$ cat src/rtl/msi_pkg.sv
package msi_pkg;

  typedef enum logic [1:0] {
    ST_INV = 2'b00,
    ST_SHD = 2'b01,
    ST_MOD = 2'b10
  } line_st_e;

  typedef enum logic [1:0] {
    CMD_NONE = 2'b00,
    CMD_RD   = 2'b01,
    CMD_RDX  = 2'b10,
    CMD_WB   = 2'b11
  } bus_cmd_e;

  typedef enum logic [1:0] {
    OP_NOP   = 2'b00,
    OP_LOAD  = 2'b01,
    OP_STORE = 2'b10,
    OP_EVICT = 2'b11
  } cpu_op_e;

  // Outcome of a snoop for one cache
  typedef struct packed {
    line_st_e nxt;
    logic     supply;
    logic     flush;
  } snoop_res_t;

endpackage

$ cat src/rtl/msi_rst_sync.sv
module msi_rst_sync (
  input  logic clk,
  input  logic rst_n,
  output logic rst_s_n
);

  logic [1:0] sync_q;

  always_ff @(posedge clk or negedge rst_n) begin
    if (!rst_n) begin
      sync_q <= 2'b00;
    end else begin
      sync_q <= {sync_q[0], 1'b1};
    end
  end

  assign rst_s_n = sync_q[1];

endmodule

$ cat src/rtl/msi_req_decode.sv
// Requester side: the command a processor operation needs and the
// state the requesting line takes afterwards.
module msi_req_decode
  import msi_pkg::*;
(
  input  line_st_e cur,
  input  cpu_op_e  op,
  output line_st_e nxt,
  output bus_cmd_e cmd
);

  always_comb begin
    nxt = cur;
    cmd = CMD_NONE;
    unique case (op)
      OP_LOAD: begin
        if (cur == ST_INV) begin
          nxt = ST_SHD;
          cmd = CMD_RD;
        end
      end
      OP_STORE: begin
        if (cur != ST_MOD) begin
          nxt = ST_MOD;
          cmd = CMD_RDX;
        end
      end
      OP_EVICT: begin
        nxt = ST_INV;
        if (cur == ST_MOD) begin
          cmd = CMD_WB;
        end
      end
      default: begin
        nxt = cur;
        cmd = CMD_NONE;
      end
    endcase
  end

endmodule

$ cat src/rtl/msi_snoop_resp.sv
// Snooper side: reaction of one cache that observes another cache's command.
module msi_snoop_resp
  import msi_pkg::*;
(
  input  line_st_e   cur,
  input  bus_cmd_e   cmd,
  output snoop_res_t res
);

  always_comb begin
    res.nxt    = cur;
    res.supply = 1'b0;
    res.flush  = 1'b0;
    unique case (cmd)
      CMD_RD: begin
        if (cur == ST_MOD) begin
          res.nxt    = ST_SHD;
          res.supply = 1'b1;
          res.flush  = 1'b1;
        end
      end
      CMD_RDX: begin
        if (cur == ST_MOD) begin
          res.supply = 1'b1;
          res.flush  = 1'b1;
        end
        res.nxt = ST_INV;
      end
      default: begin
        res.nxt = cur;
      end
    endcase
  end

endmodule

$ cat src/rtl/msi_line_bank.sv
// State registers for all lines of one cache.
module msi_line_bank
  import msi_pkg::*;
#(
  parameter int LINES  = 4,
  parameter int LINE_W = 2
) (
  input  logic                 clk,
  input  logic                 rst_n,
  input  logic                 wr_en,
  input  logic [LINE_W-1:0]    wr_line,
  input  line_st_e             wr_state,
  output logic [2*LINES-1:0]   states
);

  logic [2*LINES-1:0] st_q;

  for (genvar l = 0; l < LINES; l++) begin : g_line
    logic     en_l;
    line_st_e st_l_q;

    assign en_l = wr_en && (wr_line == LINE_W'(l));

    always_ff @(posedge clk or negedge rst_n) begin
      if (!rst_n) begin
        st_l_q <= ST_INV;
      end else if (en_l) begin
        st_l_q <= wr_state;
      end
    end

    assign st_q[2*l +: 2] = st_l_q;
  end

  assign states = st_q;

  // without a write every line keeps its state
  p_hold_idle_r10: assert property (@(posedge clk) disable iff (!rst_n)
    !wr_en |=> $stable(st_q));

endmodule

$ cat src/rtl/msi_snoop_cluster.sv
module msi_snoop_cluster
  import msi_pkg::*;
#(
  parameter int AGENTS  = 3,
  parameter int LINES   = 4,
  parameter int AGENT_W = 2,
  parameter int LINE_W  = 2
) (
  input  logic                  clk,
  input  logic                  rst_n,
  input  logic                  req_valid,
  input  logic [AGENT_W-1:0]    req_agent,
  input  logic [LINE_W-1:0]     req_line,
  input  logic [1:0]            req_op,
  input  logic [LINE_W-1:0]     look_line,
  output logic [2*AGENTS-1:0]   look_states,
  output logic [1:0]            bus_cmd_o,
  output logic [AGENT_W-1:0]    bus_src_o,
  output logic                  supply_o,
  output logic [AGENT_W-1:0]    supply_src_o,
  output logic                  flush_o
);

  localparam int BANK_W = 2 * LINES;

  logic rst_s_n;

  msi_rst_sync i_rst_sync (
    .clk     (clk),
    .rst_n   (rst_n),
    .rst_s_n (rst_s_n)
  );

  // ---------------- request qualification ----------------
  logic               agent_ok;
  logic               req_hit;
  logic [AGENT_W-1:0] agent_idx;
  cpu_op_e            op_c;

  assign op_c      = cpu_op_e'(req_op);
  assign agent_ok  = (int'(req_agent) < AGENTS);
  assign req_hit   = req_valid && agent_ok && (op_c != OP_NOP);
  assign agent_idx = agent_ok ? req_agent : '0;

  // ---------------- state banks ----------------
  logic [BANK_W-1:0] bank_q  [AGENTS];
  line_st_e          cur_a   [AGENTS];
  line_st_e          wr_st_a [AGENTS];
  snoop_res_t        snp_a   [AGENTS];
  logic [AGENTS-1:0] supply_vec;
  logic [AGENTS-1:0] flush_vec;

  line_st_e req_cur;
  line_st_e req_nxt;
  bus_cmd_e cmd_c;

  assign req_cur = cur_a[agent_idx];

  msi_req_decode i_req_decode (
    .cur (req_cur),
    .op  (op_c),
    .nxt (req_nxt),
    .cmd (cmd_c)
  );

  for (genvar g = 0; g < AGENTS; g++) begin : g_agent
    logic     is_req;
    bus_cmd_e seen_cmd;

    assign is_req   = req_hit && (agent_idx == AGENT_W'(g));
    assign seen_cmd = (req_hit && !is_req) ? cmd_c : CMD_NONE;
    assign cur_a[g] = line_st_e'(bank_q[g][2*req_line +: 2]);

    msi_snoop_resp i_snoop (
      .cur (cur_a[g]),
      .cmd (seen_cmd),
      .res (snp_a[g])
    );

    assign wr_st_a[g]    = is_req ? req_nxt : snp_a[g].nxt;
    assign supply_vec[g] = snp_a[g].supply;
    assign flush_vec[g]  = snp_a[g].flush;

    msi_line_bank #(
      .LINES  (LINES),
      .LINE_W (LINE_W)
    ) i_bank (
      .clk      (clk),
      .rst_n    (rst_s_n),
      .wr_en    (req_hit),
      .wr_line  (req_line),
      .wr_state (wr_st_a[g]),
      .states   (bank_q[g])
    );

    assign look_states[2*g +: 2] = bank_q[g][2*look_line +: 2];
  end

  // ---------------- output next-state ----------------
  logic [AGENT_W-1:0] supply_src_c;
  logic               supply_c;
  logic               flush_c;
  bus_cmd_e           cmd_d;
  logic [AGENT_W-1:0] src_d;

  always_comb begin
    supply_src_c = '0;
    for (int g = 0; g < AGENTS; g++) begin
      if (supply_vec[g]) begin
        supply_src_c = AGENT_W'(g);
      end
    end
  end

  assign supply_c = |supply_vec;
  assign flush_c  = |flush_vec;
  assign cmd_d    = req_hit ? cmd_c : CMD_NONE;
  assign src_d    = (cmd_d != CMD_NONE) ? agent_idx : '0;

  // ---------------- output registers ----------------
  bus_cmd_e           cmd_q;
  logic [AGENT_W-1:0] src_q;
  logic               supply_q;
  logic [AGENT_W-1:0] supply_src_q;
  logic               flush_q;

  always_ff @(posedge clk or negedge rst_s_n) begin
    if (!rst_s_n) begin
      cmd_q        <= CMD_NONE;
      src_q        <= '0;
      supply_q     <= 1'b0;
      supply_src_q <= '0;
      flush_q      <= 1'b0;
    end else begin
      cmd_q        <= cmd_d;
      src_q        <= src_d;
      supply_q     <= supply_c;
      supply_src_q <= supply_src_c;
      flush_q      <= flush_c;
    end
  end

  assign bus_cmd_o    = cmd_q;
  assign bus_src_o    = src_q;
  assign supply_o     = supply_q;
  assign supply_src_o = supply_src_q;
  assign flush_o      = flush_q;

  // ---------------- assertions ----------------
  for (genvar l = 0; l < LINES; l++) begin : g_inv
    logic [AGENTS-1:0] mod_v;
    logic [AGENTS-1:0] shd_v;
    for (genvar g = 0; g < AGENTS; g++) begin : g_bits
      assign mod_v[g] = (bank_q[g][2*l +: 2] == ST_MOD);
      assign shd_v[g] = (bank_q[g][2*l +: 2] == ST_SHD);
    end

    // a single writer per line
    p_one_writer_r8: assert property (@(posedge clk) disable iff (!rst_s_n)
      $onehot0(mod_v));

    // a dirty copy excludes clean sharers
    p_mod_excl_shd_r8: assert property (@(posedge clk) disable iff (!rst_s_n)
      (|mod_v) |-> (shd_v == '0));
  end

  // idle cycles leave the bus quiet
  p_idle_quiet_r9: assert property (@(posedge clk) disable iff (!rst_s_n)
    !req_hit |=> (bus_cmd_o == CMD_NONE) && !supply_o && !flush_o);

  // data is only supplied in answer to a read or a read-for-ownership
  p_supply_on_read_r5: assert property (@(posedge clk) disable iff (!rst_s_n)
    supply_o |-> (bus_cmd_o == CMD_RD) || (bus_cmd_o == CMD_RDX));

  // a load that misses is seen on the bus as a read
  p_load_miss_rd_r2: assert property (@(posedge clk) disable iff (!rst_s_n)
    (req_hit && op_c == OP_LOAD && req_cur == ST_INV) |=> (bus_cmd_o == CMD_RD));

  // a store without ownership is seen as a read-for-ownership
  p_store_rdx_r3: assert property (@(posedge clk) disable iff (!rst_s_n)
    (req_hit && op_c == OP_STORE && req_cur != ST_MOD) |=> (bus_cmd_o == CMD_RDX));

endmodule

$ cat config.mk
export PLATFORM = sky130hd
export DESIGN_NAME = msi_snoop_cluster
export DESIGN_NICKNAME = d
export VERILOG_FILES = /design/src/rtl/msi_pkg.sv /design/src/rtl/msi_rst_sync.sv /design/src/rtl/msi_req_decode.sv /design/src/rtl/msi_snoop_resp.sv /design/src/rtl/msi_line_bank.sv /design/src/rtl/msi_snoop_cluster.sv
export SDC_FILE = /design/constraint.sdc
export NUM_CORES = 1
export LEC_CHECK = 0
export ABC_AREA = 0
export BUFFER_PORTS_ARGS = -buffer_cell sky130_fd_sc_hd__buf_2
export CAP_MARGIN = 40
export CORE_MARGIN = 2
export CORE_UTILIZATION = 48
export DETAILED_ROUTE_END_ITERATION = 12
export GPL_TIMING_DRIVEN = 0
export PLACE_DENSITY = 0.7
export SETUP_SLACK_MARGIN = 0.5
export SLEW_MARGIN = 20
export SYNTH_ARGS = -nofsm -noshare
export SYNTH_HDL_FRONTEND = slang
export SYNTH_SLANG_ARGS = --single-unit
$ cat constraint.sdc
create_clock -name clk -period 0.9 [get_ports clk]
set_input_delay 0.045 -clock clk [delete_from_list [all_inputs] [get_ports clk]]
set_output_delay 0.045 -clock clk [all_outputs]
set_load 0.03 [all_outputs]
# --- Yosys cells after proc, flatten, opt, wreduce, memory -nomap -nowiden ---
# Index checks and enable logic that the tools add are counted.
word_totals:
  register_bits: 34
  in_bits: 11
  output_inout_bits: 14
  word_cells: 101
classes:
  order_cmp: 2
  eq_ne: 19
  shift: 6
  muxes: 33
  n_bitwise: 1
  n_reduce_logical: 22
op_table:
  columns: ["operator", "count"]
  rows:
  - ["$shiftx A8 B4 Y2", 6]
  - ["$mux W2", 19]
  - ["$eq A2 B2 Y1 const B", 12]
  - ["$pmux W2 S2", 6]
  - ["$eq A2 B1 Y1 const B", 6]
  - ["$logic_and A1 B1 Y1", 12]
  - ["$mux W4", 3]
  - ["$pmux W2 S3", 2]
  - ["$logic_not A2 Y1", 3]
  - ["$reduce_or A3 Y1", 2]
  - ["$bmux W2 S2", 1]
  - ["$reduce_bool A2 Y1", 2]
  - ["$ge A3 B3 Y1 const B", 1]
  - ["$logic_not A1 Y1", 3]
  - ["$not A2 Y3", 1]
  - ["$lt A2 B2 Y1 const B", 1]
  - ["$mux W1", 2]
  - ["$ne A2 B2 Y1 const B", 1]

# --- Longest topological paths before layout ---
# Gate-level depths: netlist of the first run.
logic_depth:
  ltp_word: 14
  depth_mapped: 14
  depth_no_buf: 13

# --- Cells and area by module ---
# From an unflattened synthesis of the first run, not the netlist that was laid out.
hier_totals:
  hier_cells: 169
  hier_area_um2: 2137.0
modules_own_cells:
  columns: ["module", "instances", "cells_per_inst", "area_each_um2", "seq_area_each_um2"]
  rows:
  - ["msi_line_bank", 3, 20, 322.8, 200.2]
  - ["msi_snoop_cluster", 1, 62, 794.5, 200.2]
  - ["msi_snoop_resp", 3, 11, 85.1, 0.0]
  - ["msi_req_decode", 1, 11, 65.1, 0.0]
  - ["msi_rst_sync", 1, 3, 53.8, 50.0]

# --- Least setup slack after synthesis of the first run ---
# No wires, ideal clock.
synth_timing:
  kind: "register to register"
  start: "register g_agent[1].i_bank.g_line[3].st_l_q[0]"
  end: "register g_agent[2].i_bank.g_line[1].st_l_q[1]"
  setup_time_ns: 0.125
  t_arrival_ns: 2.730
  t_required_ns: 0.775
  setup_slack_ns: -1.955
  path_stages_with_launch: 12
  n_path_buf: 1
  synth_period_minus_slack_ns: 2.855
  cell_sequence: "dfrtp_1 -> mux4_2 -> nand2_1 -> nand3_2 -> or3_1 -> buf_2 -> a21o_1 -> ha_1 -> a21o_1 -> a32oi_1 -> o21ai_0 -> mux2_2"
synth_via:
  elab_chain_len: 11
  word_cells_on_any_way: 19
  classes_between: "4 x eq/ne; 1 x shift; 13 x mux; 1 x reduce/logical"
synth_rtl:
  columns: ["element", "line", "rtl"]
  rows:
  - ["start: declaration", "msi_line_bank.sv:20", "line_st_e st_l_q;"]
  - ["start signal: assignment", "msi_line_bank.sv:28", "st_l_q <= wr_state;"]
  - ["$shiftx A8 B4 Y2 (*)", "msi_snoop_cluster.sv:72", "assign cur_a[g] = line_st_e'(bank_q[g][2*req_line +: 2]);"]
  - ["$bmux W2 S2 (*)", "msi_snoop_cluster.sv:57", "assign req_cur = cur_a[agent_idx];"]
  - ["$mux W2 (implied by the code) (*) (2 in series)", "msi_snoop_cluster.sv:57", null]
  - ["$eq A2 B2 Y1, or another cell as far along", "msi_req_decode.sv:30", "if (cur == ST_MOD) begin"]
  - ["$mux W2, or another cell as far along", "msi_req_decode.sv:30", null]
  - ["$pmux W2 S3", "msi_req_decode.sv:15", "unique case (op)"]
  - ["$mux W2", "msi_snoop_cluster.sv:71", "assign seen_cmd = (req_hit && !is_req) ? cmd_c : CMD_NONE;"]
  - ["$eq A2 B2 Y1 / $eq A2 B1 Y1 (equally long branches)", "msi_snoop_resp.sv:14", "unique case (cmd)"]
  - ["$pmux W2 S2", "msi_snoop_resp.sv:14", null]
  - ["$mux W2 (*)", "msi_snoop_cluster.sv:80", "assign wr_st_a[g] = is_req ? req_nxt : snp_a[g].nxt;"]
  - ["end signal: assignment", "msi_line_bank.sv:28", null]
  - ["end: declaration", "msi_line_bank.sv:20", null]
# Every way passes the cells marked *; elsewhere a longest branch is shown, timed or not. The select of a mux whose other input is x is not followed.
# A chain may end at the register's enable or synchronous reset.

# --- Worst setup path after layout of the first run ---
layout_timing:
  start: "register g_agent[2].i_bank.g_line[3].st_l_q[1]"
  end: "register g_agent[0].i_bank.g_line[3].st_l_q[1]"
layout_via:
  elab_chain_len: 11
  word_cells_on_any_way: 19
  classes_between: "4 x eq/ne; 1 x shift; 13 x mux; 1 x reduce/logical"
layout_rtl:
  columns: ["element", "line"]
  rows:
  - ["start: declaration", "msi_line_bank.sv:20"]
  - ["start signal: assignment", "msi_line_bank.sv:28"]
  - ["$shiftx A8 B4 Y2 (*)", "msi_snoop_cluster.sv:72"]
  - ["$bmux W2 S2 (*)", "msi_snoop_cluster.sv:57"]
  - ["$mux W2 (implied by the code) (*) (2 in series)", "msi_snoop_cluster.sv:57"]
  - ["$eq A2 B2 Y1, or another cell as far along", "msi_req_decode.sv:30"]
  - ["$mux W2, or another cell as far along", "msi_req_decode.sv:30"]
  - ["$pmux W2 S3", "msi_req_decode.sv:15"]
  - ["$mux W2", "msi_snoop_cluster.sv:71"]
  - ["$eq A2 B2 Y1 / $eq A2 B1 Y1 (equally long branches)", "msi_snoop_resp.sv:14"]
  - ["$pmux W2 S2", "msi_snoop_resp.sv:14"]
  - ["$mux W2 (*)", "msi_snoop_cluster.sv:80"]
  - ["end signal: assignment", "msi_line_bank.sv:28"]
  - ["end: declaration", "msi_line_bank.sv:20"]
# Marks and branches as above.

==> summary.md, run 1 <==
| Metric | Value |
|---|---|
| Root cell of the clock tree | `sky130_fd_sc_hd__clkbuf_8` |
| Worst setup EP type | `register` |
| Row count | `24` |
| Number of pins with negative max-slew slack in the final report | `0` |
| Area grow syn2layout | `46.3%` |
| Post-layout net count | `approximately 290` |
| Placer Congestion | `0.793` |
| Worst path required time | `1080 ps` |
| HPWL Detailed | `between 3 and 4 mm` |
| Leak | `1.39 nW` |
| Number of global-route vias before repair | `~1800` |
| Final instance count without filler cells | `~320` |
| GR Util met2 | `37.4%` |
| Crit path DAT | `3140 ps` |
| Worst flop-to-flop path startpoint | `g_agent[2].i_bank.g_line[3].st_l_q[1]` |
| Worst Max-Slew Pin Slew | `696 ps` |
| Maximum number of pins on one net before global-route repair | `17` |
| Die outline area | `5130 um^2` |
| Average instance area after synthesis | `approximately 11 um^2` |
| Number of design rule violations left after detail routing | `0` |
| Final Cycle Share | `329%` |
| Wirelength per Cell | `19.4 um` |
| Number of register bits inferred by synthesis | `33` |
| Peak VDD IR | `1.44 mV` |
| Leading area contributor after synthesis | `sky130_fd_sc_hd__dfrtp_1` |
| Minimum hold slack | `54.0 ps` |
| GRT overflow | `0` |
| Number of unique standard cell types used by synthesis | `42` |
| Cell depth of the worst flop-to-flop path | `11` |
| Violations in the final reports | `setup timing` |
| Pwr dens | `1880 nW/um^2` |
| CP Launch Type | `register` |
| Synth top area share | `37.6%` |
| Setup violations, final | `38` |
| Met3 global-route usage | `4.36%` |
| Final critical path time including I/O delays and setup | `~3000 ps` |
| Sum Neg Setup Slack | `-61280 ps` |
| Clock input transition at the sequential cells of the worst setup and hold paths | `70 ps` |
| Input/output buffers | `22` |
| Core Util, Final | `73.2%` |
| Horizontal die dimension | `71.6 um` |
| Total track usage | `24.4%` |
| Kind of critical path | `reg2reg` |
| Max clock buf depth | `2` |
| Most congested layer reported by global routing | `met2` |
| Via density | `roughly 6.1` |
| First-pass detailed-route iteration total | `6` |
| DRC violation total after the first TritonRoute iteration | `128` |
| Max-slew headroom at the worst pin | `53.5%` |
| Synthesis Warnings | `0` |
| Fraction of layout instances using a drive strength above 1 | `52.6%` |
| Via total after detailed routing | `around 1900` |
| Number of top-level pins | `25` |
| Critical path fanouts, max | `4` |
| Area post-placement | `2430 um^2` |
| Area inside the core boundary | `4380 um^2` |
| Number of nets with antenna violations after detailed routing | `0` |
| Final clock skew | `3.05 ps` |
| Fillers | `292` |
| Synthesized area | `2190 um^2` |
| Starting density of the core | `50.0%` |
| TritonCTS clock tree | `built` |
| Antenna Cells | `0` |
| Setup slack of the critical path after layout | `-2060 ps` |
| Final Hold Viols | `0` |
| Post-placement worst setup slack | `-2280 ps` |
| Syn nets | `220` |
| Total power after layout | `roughly 6.0 mW` |
| Hold Crit Class | `in2async` |
| Fraction of met1 tracks used by global routing | `33.6%` |
| Sequential element share of the synthesized area | `between 30% and 40%` |
| H-tree depth reported by CTS | `2` |
| Die Y | `71.6 um` |
| Layout Cell Area excl Fill | `3210 um^2` |
| Synthesized instance count | `199` |
| Overall routed net length | `approximately 6.2 mm` |
| Antenna violations before repair | `0` |
| Result of the run | `finished, violations left` |
| Largest cells by area after synthesis | `sky130_fd_sc_hd__dfrtp_1, sky130_fd_sc_hd__mux4_2, sky130_fd_sc_hd__mux2i_1, sky130_fd_sc_hd__ha_1, sky130_fd_sc_hd__mux2_2` |
| Max Freq | `0.338 GHz` |
| Number of sinks handled by clock tree synthesis | `33` |
| RSZ-0062 raised after global routing | `true` |
| Start point of the critical path | `g_agent[2].i_bank.g_line[3].st_l_q[1]` |
| Instance count after placement with tap cells included | `273` |
| CTS buffer count | `5` |
| Max cap viols | `0` |
| First-pass GRT wire length | `9.35 mm` |
| Worst-Skew Late Latency | `290 ps` |
[area by class of cell]
cell class,count,area [um^2],share of cell area (%)
Inverter,5,21.3,0.663
Buffer,13,77.6,2.42
Sequential cell,33,838,26.1
Tap cell,52,65.1,2.03
Clock inverter,1,5.00,0.156
Timing Repair Buffer,59,576,17.9
Clock buffer,7,96.3,3.00
Multi-Input combinational cell,148,1530,47.7
[worst paths after layout]
| path | to | slack, ps |
|---|---|---|
| worst min register to register | g_agent[0].i_bank.g_line[2].st_l_q[1] | 320 |
| min in group clk | bus_src_o[0] | 160 |
| worst max-delay path | g_agent[0].i_bank.g_line[3].st_l_q[1] | -2060 |
| worst min-delay path | i_rst_sync.sync_q[1] | 50 |
| worst max register to register | g_agent[0].i_bank.g_line[3].st_l_q[1] | -2060 |
| max in group asynchronous | g_agent[0].i_bank.g_line[1].st_l_q[0] | 450 |
[sequential cells by signal, summed over array words and instances, names as in the netlist]
| signal | cells |
|---|---|
| bus_src_o | 2 |
| flush_o | 1 |
| g_agent.i_bank.g_line.st_l_q | 24 |
| bus_cmd_o | 2 |
| supply_src_o | 2 |
| i_rst_sync.sync_q | 2 |
[worst max-delay path: stages, from the launching register on]
cell                       delay, ps
sky130_fd_sc_hd__dfrtp_1         390
sky130_fd_sc_hd__mux4_2          550
sky130_fd_sc_hd__mux2i_1         200
sky130_fd_sc_hd__nand4b_1        160
sky130_fd_sc_hd__or3_4           410
sky130_fd_sc_hd__inv_4            90
sky130_fd_sc_hd__nand2b_4         60
sky130_fd_sc_hd__ha_4            220
sky130_fd_sc_hd__a21o_1          150
sky130_fd_sc_hd__a32oi_1         210
sky130_fd_sc_hd__o21ai_2         130
sky130_fd_sc_hd__mux2_2          280
[metal layers]
metal	wire length [um]	share of wire [%]	vias up
met1	2530	41	956
li1	-	-	878
met4	164	2.7	0
met5	0	0	-
met3	530	8.6	16
met2	2940	48	85
[synth_stat cells]
library cell,number
sky130_fd_sc_hd__a21o_1,6
sky130_fd_sc_hd__nor3_2,1
sky130_fd_sc_hd__ha_1,10
sky130_fd_sc_hd__nand4b_1,4
sky130_fd_sc_hd__o221a_2,3
sky130_fd_sc_hd__a22o_1,1
sky130_fd_sc_hd__dfrtp_1,33
sky130_fd_sc_hd__o21ai_0,8
sky130_fd_sc_hd__nor3_1,1
sky130_fd_sc_hd__o211a_1,1
sky130_fd_sc_hd__nand2_1,12
sky130_fd_sc_hd__a211o_1,1
sky130_fd_sc_hd__inv_2,1
sky130_fd_sc_hd__buf_6,1
sky130_fd_sc_hd__o22ai_1,1
sky130_fd_sc_hd__nand2b_1,3
sky130_fd_sc_hd__nor3b_2,2
sky130_fd_sc_hd__a21oi_2,2
sky130_fd_sc_hd__buf_1,3
sky130_fd_sc_hd__mux2i_1,14
sky130_fd_sc_hd__buf_4,1
sky130_fd_sc_hd__nand3_2,1
sky130_fd_sc_hd__or2_2,1
sky130_fd_sc_hd__clkbuf_1,5
sky130_fd_sc_hd__and3b_1,1
sky130_fd_sc_hd__a32oi_1,2
sky130_fd_sc_hd__nand4_1,3
sky130_fd_sc_hd__conb_1,1
sky130_fd_sc_hd__nand3_1,8
sky130_fd_sc_hd__inv_1,4
sky130_fd_sc_hd__or3_1,1
sky130_fd_sc_hd__a21oi_1,5
sky130_fd_sc_hd__nand3b_1,1
sky130_fd_sc_hd__buf_2,3
sky130_fd_sc_hd__nor3b_1,5
sky130_fd_sc_hd__o31ai_1,9
sky130_fd_sc_hd__mux4_2,12
sky130_fd_sc_hd__or3_4,1
sky130_fd_sc_hd__nor2b_1,7
sky130_fd_sc_hd__o21ai_1,1
sky130_fd_sc_hd__mux2_2,8
sky130_fd_sc_hd__nor2_1,11
[repair_timing]
action,in CTS,in global routing
setup buffers,24,8
hold buffers,1,0
hold endpoints to repair,2,0
endpoints found under the setup margin,77,77
pin swaps,14,7
resized for setup,69,19
cloned,1,2
[power breakdown]
| part | switching, mW | internal (mW) |
|---|---|---|
| Clock | 0.559 | 0.691 |
| Sequential | 0.223 | 1.80 |
| Combinational | 1.32 | 1.45 |
[layout by cell type (no fill, tap or decap), types with 7 or more instances in the layout]
cell / synthesis / layout
sky130_fd_sc_hd__dfrtp_1: 33 / 25
sky130_fd_sc_hd__mux2i_1: 14 / 14
sky130_fd_sc_hd__nand2_1: 12 / 8
sky130_fd_sc_hd__dfrtp_2: 0 / 7
sky130_fd_sc_hd__buf_4: 1 / 23
sky130_fd_sc_hd__mux4_2: 12 / 12
sky130_fd_sc_hd__o31ai_1: 9 / 9
sky130_fd_sc_hd__buf_2: 3 / 9
sky130_fd_sc_hd__clkbuf_8: 0 / 7
sky130_fd_sc_hd__nand3_1: 8 / 8
sky130_fd_sc_hd__buf_6: 1 / 27
[kinds of logic (layout without fill, tap and decap cells)]
| family | count (synthesis) | in the layout | share of synthesized area, % |
|---|---|---|---|
| fa+ha+maj | 10 | 10 | 5.70 |
| other cells | 1 | 1 | 0.171 |
| mux | 34 | 34 | 22.8 |
| compound gates | 40 | 40 | 13.0 |
| simple gates | 63 | 63 | 16.9 |
| flops | 33 | 33 | 37.6 |
| buf+inv | 18 | 85 | 3.76 |
(Power assumes the default switching activity.)
==> run 2: changes to the inputs <==
--- a/config.mk
+++ b/config.mk
@@ -8,13 +8,16 @@
 export ABC_AREA = 0
 export BUFFER_PORTS_ARGS = -buffer_cell sky130_fd_sc_hd__buf_2
 export CAP_MARGIN = 40
+export CELL_PAD_IN_SITES_DETAIL_PLACEMENT = 0
+export CELL_PAD_IN_SITES_GLOBAL_PLACEMENT = 2
 export CORE_MARGIN = 2
-export CORE_UTILIZATION = 48
+export CORE_UTILIZATION = 35
 export DETAILED_ROUTE_END_ITERATION = 12
 export GPL_TIMING_DRIVEN = 0
-export PLACE_DENSITY = 0.7
+export PLACE_DENSITY_LB_ADDON = 0.1
 export SETUP_SLACK_MARGIN = 0.5
 export SLEW_MARGIN = 20
 export SYNTH_ARGS = -nofsm -noshare
 export SYNTH_HDL_FRONTEND = slang
 export SYNTH_SLANG_ARGS = --single-unit
+export TNS_END_PERCENT = 30
==> run 2 against run 1 <==
The flow still finishes with violations (setup timing). Sequential cell count did not move. Register-to-register slack better by 50 ps. Core utilization shrank 22 points. Highest routed layer unchanged. Sequential power barely moved. Die area grew 35%. Clock-buffer cell count decreased by 1. First-iteration DRC count fell by 21%. Critical path depth unchanged. Sequential share of layout area rose by 0.98 points. Clock power is 20% higher. Power is 1.3% higher. Worst setup slack gained 50 ps.
==> summary.md, run 2 (synthesis gave the netlist of run 1 again) <==
| Metric | Value |
|---|---|
| Area post-placement | `2450 um^2 (+0.51%)` |
| Die outline area | `6920 um^2 (+35%)` |
| NetSw | `2.09 mW (-1.0%)` |
| Max FFs per register | `24 (unchanged)` |
| Fraction of layout instances using a drive strength above 1 | `45.8% (-6.8 points)` |
| Hold Crit Class | `in2async` |
| Post-layout net count | `273 (-4.5%)` |
| Worst Max-Slew Pin Slew | `695 ps (-1.41 ps)` |
| Antenna violations before repair | `0 (unchanged)` |
| First-pass GRT wire length | `10.2 mm (+8.9%)` |
| Maximum number of pins on one net before global-route repair | `32 (+15)` |
| Setup slack of the critical path after layout | `-2010 ps (+49.6 ps)` |
| Number of nets with antenna violations after detailed routing | `0 (unchanged)` |
| Result of the run | `finished, violations left` |
| Final Hold Viols | `0 (unchanged)` |
| Critical path fanouts, max | `7 (+3)` |
| Starting density of the core | `36.6% (-13 points)` |
| Total power after layout | `6.13 mW (+1.3%)` |
| Via density | `5.66 (-7.0%)` |
| Int Pwr | `4.04 mW (+2.5%)` |
| Max cap viols | `0 (unchanged)` |
| Input/output buffers | `22 (unchanged)` |
| Horizontal die dimension | `83.2 um (+16%)` |
| Peak VDD IR | `0.986 mV (-31%)` |
| Violations in the final reports | `setup timing` |
| Family with the most delay on the worst path | `compound AO/OA/AOI/OAI gates` |
| CTS buffer count | `5 (unchanged)` |
| CP Launch Type | `register` |
| Via total after detailed routing | `1857 (-4.0%)` |
| Portion of total power attributed to sequential cells | `33.2% (-0.2 points)` |
| Number of sinks handled by clock tree synthesis | `33 (unchanged)` |
| Buf+Inv Stages, Crit Path | `1 (unchanged)` |
| Delay of the slowest cell on the worst path | `560 ps (about the same)` |
| Root cell of the clock tree | `sky130_fd_sc_hd__clkbuf_8` |
| H-tree depth reported by CTS | `2 (unchanged)` |
| Placer Congestion | `0.768 (-3.2%)` |
| Number of pins with negative max-slew slack in the final report | `0 (unchanged)` |
| Die Y | `83.2 um (+16%)` |
| Max clock buf depth | `2 (unchanged)` |
| Number of global-route vias before repair | `2015 (+9.7%)` |
| Reg with most FFs | `g_agent.i_bank.g_line.st_l_q` |
| Critical Path Most Common Cell | `sky130_fd_sc_hd__a21o_1` |
| Antenna Cells | `0 (unchanged)` |
| Crit path DAT | `3080 ps (-60 ps)` |
| HPWL Detailed | `4.17 mm (+13%)` |
| Clock input transition at the sequential cells of the worst setup and hold paths | `80 ps (about the same)` |
| Number of top-level pins | `25 (unchanged)` |
| Overall routed net length | `6.24 mm (+1.3%)` |
| Max stage delay cell, worst path | `sky130_fd_sc_hd__mux4_2` |
| Worst setup EP type | `register` |
| Leak | `1.33 nW (-4.1%)` |
| Final clock skew | `11.2 ps (+8.13 ps)` |
| Final Cycle Share | `323% (-5.5 points)` |
| Sum Neg Setup Slack | `-59440 ps (+1830 ps)` |
| First-pass detailed-route iteration total | `4 (-2)` |
| Wirelength per Cell | `19.0 um (-1.8%)` |
| Final critical path time including I/O delays and setup | `2910 ps (-49.6 ps)` |
| Clock network power share | `24.4% (+3.7 points)` |
| GRT overflow | `0 (unchanged)` |
| Switching portion of total power | `34.0% (-0.79 points)` |
| RSZ-0062 raised after global routing | `true` |
| Post-placement worst setup slack | `-2330 ps (-56.2 ps)` |
| Area grow syn2layout | `39.5%` |
| Number of design rule violations left after detail routing | `0 (unchanged)` |
| TritonCTS clock tree | `built` |
| Max-slew headroom at the worst pin | `53.6% (+0.056 points)` |
| Total track usage | `18.5% (-5.9 points)` |
| Commonest cells after routing, fill and taps aside | `sky130_fd_sc_hd__dfrtp_1, sky130_fd_sc_hd__buf_6, sky130_fd_sc_hd__buf_4, sky130_fd_sc_hd__mux2i_1, sky130_fd_sc_hd__mux4_2` |
| Layout Cell Area excl Fill | `3060 um^2 (-4.6%)` |
| Kind of critical path | `reg2reg` |
| Row count | `28 (+17%)` |
| Commonest non-fill, non-tap cell in the layout | `sky130_fd_sc_hd__dfrtp_1` |
| DRC violation total after the first TritonRoute iteration | `101 (-21%)` |
| Pwr dens | `2000 nW/um^2 (+6.2%)` |
| Max Freq | `0.344 GHz (+1.7%)` |
| Setup violations, final | `38 (unchanged)` |
| Sequence of cells on the critical path | `mux4_2, a22o_1, a21oi_4, or3_4, buf_6, a21o_1, ha_4, a21o_1, a32oi_2, o21ai_2, mux2_4` |
| Worst-Skew Late Latency | `290 ps (about the same)` |
| Worst path required time | `1070 ps (about the same)` |
| Part of the total power dissipated in combinational logic | `42.4% (-3.5 points)` |
| Area inside the core boundary | `5990 um^2 (+37%)` |
## run 2: cell types whose count changed in the layout (fill, tap and decap cells not counted), sizes merged
cell and change:
clkinvlp +1, clkinv -1, clkbuf -3, buf -11, bufinv +1
## run 2: power groups by stage
stage	clock [mW]	combinational, mW	sequential (mW)
after global placement	0	1.72	2.02
after floorplan	0	1.30	2.00
after CTS	1.54	2.43	2.02
final	1.50	2.60	2.03
after global routing	1.59	2.77	2.08
after detailed placement	0	1.74	2.06
## run 2: timing repair
item / in CTS / in global routing
buffers inserted: 21 / 1
endpoints found under the setup margin: 77 / 77
cloned: 0 / 0
endpoints found under the hold margin: 2 / 0
hold buffers: 1 / 0
pin swaps: 12 / 6
resized for setup: 62 / 18
## run 2: path summary, 6_finish.rpt
check	cells past startpoint	slack, ps	to	from
worst max-delay path	11	-2010	g_agent[2].i_bank.g_line[3].st_l_q[1]	g_agent[1].i_bank.g_line[3].st_l_q[1]
worst min-delay path	2	60	i_rst_sync.sync_q[1]	rst_n
worst max register to register	11	-2010	g_agent[2].i_bank.g_line[3].st_l_q[1]	g_agent[1].i_bank.g_line[3].st_l_q[1]
worst min register to register	0	270	g_agent[0].i_bank.g_line[3].st_l_q[1]	i_rst_sync.sync_q[1]
max in group asynchronous	0	320	bus_cmd_o[0]	i_rst_sync.sync_q[1]
min in group clk	3	110	bus_src_o[0]	req_op[0]
## run 2: cell type report
| type | count | area, um^2 |
|---|---|---|
| inverter | 5 | 21.3 |
| clock buffer | 6 | 82.6 |
| multi-input combinational | 148 | 1520 |
| fill | 549 | 2930 |
| timing repair buffer | 46 | 397 |
| tap | 75 | 93.8 |
| buffer | 13 | 76.3 |
| sequential | 33 | 830 |
| clock inverter | 2 | 37.5 |
## run 2: through the flow
stage          hold WS, ps  instances  utilization (%)
4_1_cts               54.7        326             49.5
6_report              59.1        328             51.1
3_5_place_dp          -170        296             40.8
2_1_floorplan         -251        199                -
3_3_place_gp          -171        296             40.8
5_1_grt               67.3        328             51.1
## run 2: worst register-to-register path, stage by stage, from the launching register on
cell	delay, ps
sky130_fd_sc_hd__dfrtp_1	400
sky130_fd_sc_hd__mux4_2	560
sky130_fd_sc_hd__a22o_1	270
sky130_fd_sc_hd__a21oi_4	180
sky130_fd_sc_hd__or3_4	160
sky130_fd_sc_hd__buf_6	110
sky130_fd_sc_hd__a21o_1	150
sky130_fd_sc_hd__ha_4	210
sky130_fd_sc_hd__a21o_1	160
sky130_fd_sc_hd__a32oi_2	180
sky130_fd_sc_hd__o21ai_2	130
sky130_fd_sc_hd__mux2_4	290
## run 2: layer usage
| layer | track usage, % | vias up | routed length (um) |
|---|---|---|---|
| met1 | 22.6 | 943 | 2670 |
| li1 | - | 854 | - |
| met5 | 0 | - | 0 |
| met4 | 5.37 | 0 | 119 |
| met3 | 3.48 | 13 | 227 |
| met2 | 33.0 | 47 | 3230 |
